File: config.mk
export PLATFORM = sky130hd
export DESIGN_NAME = onewire_byte_xfer
export DESIGN_NICKNAME = d
export VERILOG_FILES = /design/src/rtl/onewire_byte_xfer.sv
export SDC_FILE = /design/constraint.sdc
export NUM_CORES = 1
export LEC_CHECK = 0
export BUFFER_PORTS_ARGS = -buffer_cell sky130_fd_sc_hd__buf_2
export CORE_ASPECT_RATIO = 0.5
export CORE_UTILIZATION = 55
export CTS_BUF_LIST = sky130_fd_sc_hd__clkbuf_8
export DETAILED_ROUTE_END_ITERATION = 7
export PLACE_DENSITY = 0.8
export SLEW_MARGIN = 20
export SYNTH_ARGS = -nofsm -noshare
export SYNTH_HDL_FRONTEND = slang
export SYNTH_SLANG_ARGS = --single-unit
File: constraint.sdc
create_clock -name clk -period 6.1 [get_ports clk]
set_input_delay 0.915 -clock clk [delete_from_list [all_inputs] [get_ports clk]]
set_output_delay 0.915 -clock clk [all_outputs]
set_load 0.01 [all_outputs]
File: src/rtl/onewire_byte_xfer.sv
module onewire_byte_xfer #(
  parameter int MS_US  = 1000,
  parameter int DUR_W  = 16,
  parameter int T_SLOT = 70,
  parameter int T_LOW0 = 60,
  parameter int T_LOW1 = 6,
  parameter int T_SAMP = 15
) (
  input  logic             clk,
  input  logic             rst_n,
  input  logic             us_tick,
  input  logic             wr_cmd,
  input  logic             rd_cmd,
  input  logic [7:0]       wdata,
  output logic [7:0]       rdata,
  output logic             busy,
  output logic             done,
  input  logic             pu_we,
  input  logic [DUR_W-1:0] pu_ms,
  input  logic             pu_en,
  input  logic             line_in,
  output logic             drive_low,
  output logic             strong_pu
);
  localparam int UW = $clog2(T_SLOT + 1);
  localparam int MW = $clog2(MS_US + 1);

  typedef enum logic [1:0] {IDLE, SLOT, HOLD} st_t;

  st_t              state;
  logic [UW-1:0]    ucnt;
  logic [MW-1:0]    ms_div;
  logic [2:0]       bitcnt;
  logic [7:0]       shreg;
  logic             is_rd, sbit, pu_on;
  logic [DUR_W-1:0] pend_ms, hold_ms;

  wire          cur_bit  = is_rd | shreg[0];
  wire [UW-1:0] low_len  = cur_bit ? UW'(T_LOW1) : UW'(T_LOW0);
  wire          slot_end = (state == SLOT) && us_tick && (ucnt == UW'(T_SLOT - 1));
  wire          released = (state == HOLD) || (state == SLOT && ucnt >= low_len);

  assign busy      = (state != IDLE);
  assign drive_low = (state == SLOT) && (ucnt < low_len);
  assign strong_pu = pu_on && released;

  always_ff @(posedge clk) begin
    if (!rst_n) begin
      state   <= IDLE;
      ucnt    <= '0;
      ms_div  <= '0;
      bitcnt  <= '0;
      shreg   <= '0;
      is_rd   <= 1'b0;
      sbit    <= 1'b0;
      pu_on   <= 1'b0;
      pend_ms <= '0;
      hold_ms <= '0;
      rdata   <= '0;
      done    <= 1'b0;
    end else begin
      done <= 1'b0;
      unique case (state)
        IDLE: begin
          if (pu_we) pend_ms <= pu_ms;
          if (wr_cmd || rd_cmd) begin
            state  <= SLOT;
            is_rd  <= !wr_cmd;
            shreg  <= wr_cmd ? wdata : 8'h00;
            bitcnt <= '0;
            ucnt   <= '0;
          end
        end
        SLOT: begin
          if (us_tick) begin
            ucnt <= ucnt + 1'b1;
            if (is_rd && ucnt == UW'(T_SAMP)) sbit <= line_in;
          end
          if (slot_end) begin
            ucnt   <= '0;
            shreg  <= {is_rd & sbit, shreg[7:1]};
            bitcnt <= bitcnt + 1'b1;
            if (bitcnt == 3'd6 && !is_rd && pend_ms != '0 && pu_en) pu_on <= 1'b1;
            if (bitcnt == 3'd7) begin
              if (is_rd) begin
                rdata <= {sbit, shreg[7:1]};
                state <= IDLE;
                done  <= 1'b1;
              end else if (pend_ms != '0) begin
                state   <= HOLD;
                ms_div  <= '0;
                hold_ms <= pend_ms;
              end else begin
                state <= IDLE;
                done  <= 1'b1;
              end
            end
          end
        end
        HOLD: begin
          if (us_tick) begin
            if (ms_div == MW'(MS_US - 1)) begin
              ms_div <= '0;
              if (hold_ms == DUR_W'(1)) begin
                state   <= IDLE;
                done    <= 1'b1;
                pu_on   <= 1'b0;
                pend_ms <= '0;
              end else begin
                hold_ms <= hold_ms - 1'b1;
              end
            end else begin
              ms_div <= ms_div + 1'b1;
            end
          end
        end
        default: state <= IDLE;
      endcase
    end
  end


  excl_drive_chk: assert property (@(posedge clk) disable iff (!rst_n)
    !(drive_low && strong_pu));

  done_pulse_chk: assert property (@(posedge clk) disable iff (!rst_n)
    done |=> !done);

  low_when_busy_chk: assert property (@(posedge clk) disable iff (!rst_n)
    drive_low |-> busy);

  rd_keeps_req_chk: assert property (@(posedge clk) disable iff (!rst_n)
    (busy && is_rd) |=> (pend_ms == $past(pend_ms)));

  req_cleared_chk: assert property (@(posedge clk) disable iff (!rst_n)
    (done && !is_rd) |-> (pend_ms == '0));

  pu_last_slot_chk: assert property (@(posedge clk) disable iff (!rst_n)
    strong_pu |-> (!is_rd && (state == HOLD || bitcnt == 3'd7)));
endmodule

==> results.txt <==
Comb pwr share = 44.9%
Synth Register Bits = 74
Antenna cell count = 0
Final #Nets = 529
Syn Area/Cell = 8.358 sq um
Max incr delay on CP = 0.81 ns
Fin. Hold Viols = 0
TritonCTS clock tree = built
Detailed-router iteration count before antenna repair = 5
Largest net degree at the start of global routing = 55
HPWL after DPL = 5902 um
Initial antenna violation count = 0
Row cnt = 20
Longest Clk Path Bufs = 2
Met2 Use GR = 41.36%
CP endpoint kind = primary output
Commonest cells post-synth = 74 x dfxtp_1, 65 x nor2_1, 40 x nand2_1
Grt met1 use = 33.22%
Final setup fails = 0
DRT iter0 DRCs = 340
Die Ht = 60.67 um
Worst-Margin Slew = 1.103 ns
Primary FF master, synth = dfxtp_1
Slew headroom = 25.99%
Hold WC Path Type = register to register
Slowest CP cell = ha_1
Total Die Area = 0.007240 sq mm
Layout cells sized above 1 = 15.40%
Crit path cell chain = inv_1 > ha_1 > inv_1 > a21boi_0 > buf_2
Final slew viol count = 0
Synth top area share = 39.13%
I/O Pins = 44
Max-Cap Viols = 0
Post-CTS Setup Inserts = 0
WL final = 8773 um
Area contributors post-synth = dfxtp_1 39%, nor2_1 6.4%, ha_1 5.0%
Worst Hold Slack = 0.4766 ns
Post-CTS sizing = 0
Syn Nets = 500
Initial Util = 59.57%
Delay-heaviest family, CP = buffers and inverters
RSZ-0062 raised after global routing = no
Clk Latency, worst-skew pair = 0.37 ns
Fmax = 267.7 MHz
Crit Path Class = register to primary output
P_leak = 0.001781 uW
Ys Warns = 0
CTS Sinks = 74
Core box area = 0.006356 sq mm
Final core utilization = 67.01%
Synth-to-layout area growth = 12.49%
Area leader, netlist = dfxtp_1
Worst Skew = 0.009105 ns
WP buf/inv = 3
RePlAce Congestion = 0.8822
Final min period = 3.736 ns
Setup TNS = 0 ns
Port Buffer Count = 43
Worst Path Required = 5.18 ns
Drc violations = 0
Sw Pwr = 852.4 uW
Status = finished clean
GR Overflow Total = 0
Sequential fraction of design power = 32.0%
Crit Path Max Fanout = 29
Power per Cell Area = 479.8 mW/mm^2
Number of buffers created by CTS = 9
Worst Setup Start Kind = register
Root buf cell = clkbuf_8
Worst endpoint data arrival time = 2.82 ns
Vias = 3448
Mapped cell area = 0.003786 sq mm
Clk network pwr share = 23.2%
Post-route ant nets = 0
Post-Synthesis Cells = 453
Crit share post-route = 61.24%
Global route hottest layer = met2
Routed wire per std cell = 15.26 um
Via density = 5.997
P_int = 1191 uW
Number of global-route vias before repair = 3017
H-tree levels = 3
Yosys cell types = 61
Most common cell in the netlist = dfxtp_1
Hold_buf cts = 0
Total track usage = 25.40%
Register area share after synthesis = 39.13%
Synth async-reset ratio = 0%
Switching Fraction = 41.71%
Post-synth EDFFs = 0
Maximum VDD drop = 212.5 uV
Die width = 119.3 um
Most common cell on crit path = inv_1
Met3 usage = 7.049%
Clk slew on worst S/H paths = 0.08 ns
Global-route wire length before repair = 14200 um
## worst paths after layout
check	slack, ns	cells after the start	to	startpoint
setup / recovery	2.36	5	strong_pu	state[0]
setup reg to reg	2.95	7	hold_ms[9]	state[0]
hold / removal	0.48	2	hold_ms[14]	hold_ms[14]
hold reg to reg	0.48	2	hold_ms[14]	hold_ms[14]
## state kept, by name, indices dropped and copies added (netlist names)
signal / flops
rdata: 8
ucnt: 7
pend_ms: 16
sbit: 1
ms_div: 10
state: 2
is_rd: 1
bitcnt: 3
shreg: 8
hold_ms: 16
pu_on: 1
done: 1
## worst min-delay path, delay by kind of cell (launching register included)
family	cells	cell delay, ns
AOI/OAI and AO/OA	1	0.07
DFF	1	0.31
and+or+nand+nor	1	0.05
## kinds of logic after synthesis
group	after synthesis	synth area share [%]
AND/OR/NAND/NOR	199	27.07
XOR/XNOR	12	2.776
AO/OA/AOI/OAI	105	18.64
multiplexers	14	3.833
buffers and inverters	34	3.602
flip-flops	74	39.13
adder cells (fa/ha/maj)	15	4.957
## stage by stage
| stage | area, sq um | power, uW | instances | setup WS (ns) |
|---|---|---|---|---|
| final | 4259 | 2044 | 575 | 2.364 |
| after global placement | 4009 | 1542 | 559 | 2.857 |
| after floorplan | 3786 | 1384 | 453 | 3.501 |
| after detailed placement | 4009 | 1556 | 559 | 2.780 |
| after CTS | 4259 | 2036 | 575 | 2.365 |
| after global routing | 4259 | 2185 | 575 | 2.100 |
## layer usage
metal / wire (um) / vias up
li1: - / 1713
met1: 4355 / 1621
met2: 3908 / 102
met3: 405 / 12
met4: 103 / 0
met5: 0 / -
## power by group through the flow
stage	Clock, uW	Sequential (uW)	Combinational (uW)
after floorplan	0	637	747
after global placement	0	659	884
after detailed placement	0	662	895
after CTS	484	651	902
after global routing	501	663	1020
final	473	653	917
## cell usage in the layout (no fill, tap or decap), types with 3 or more instances in the layout
cell       count
a211o_1        3
a221oi_1       7
clkbuf_8      10
o21ai_1        5
o21ai_0        9
or3_1          5
nor2b_1        6
nand2b_1       5
nor4_1         8
mux2i_1       13
or2_2          3
bufinv_16      3
o31ai_1        4
nand4_1        7
inv_1          8
buf_2         43
a22oi_1       17
nand3_1       14
and3_1         4
nor2_1        65
a21oi_1       32
nor3b_1        5
dfxtp_1       74
ha_1          15
nor3_1        16
a211oi_1       3
nand2_1       40
o32ai_1        9
xor2_1        10
## area by class of cell
cell class                      count  area [sq um]
Timing Repair Buffer               43         215.2
Sequential cell                    74          1481
Tap cell                           88         110.1
Fill cell                         542          2097
Clock inverter                      6         112.6
Clock buffer                       10         137.6
Inverter                            9         33.78
Multi-Input combinational cell    345          2168
Note: power is estimated with default switching activity, not from simulation.
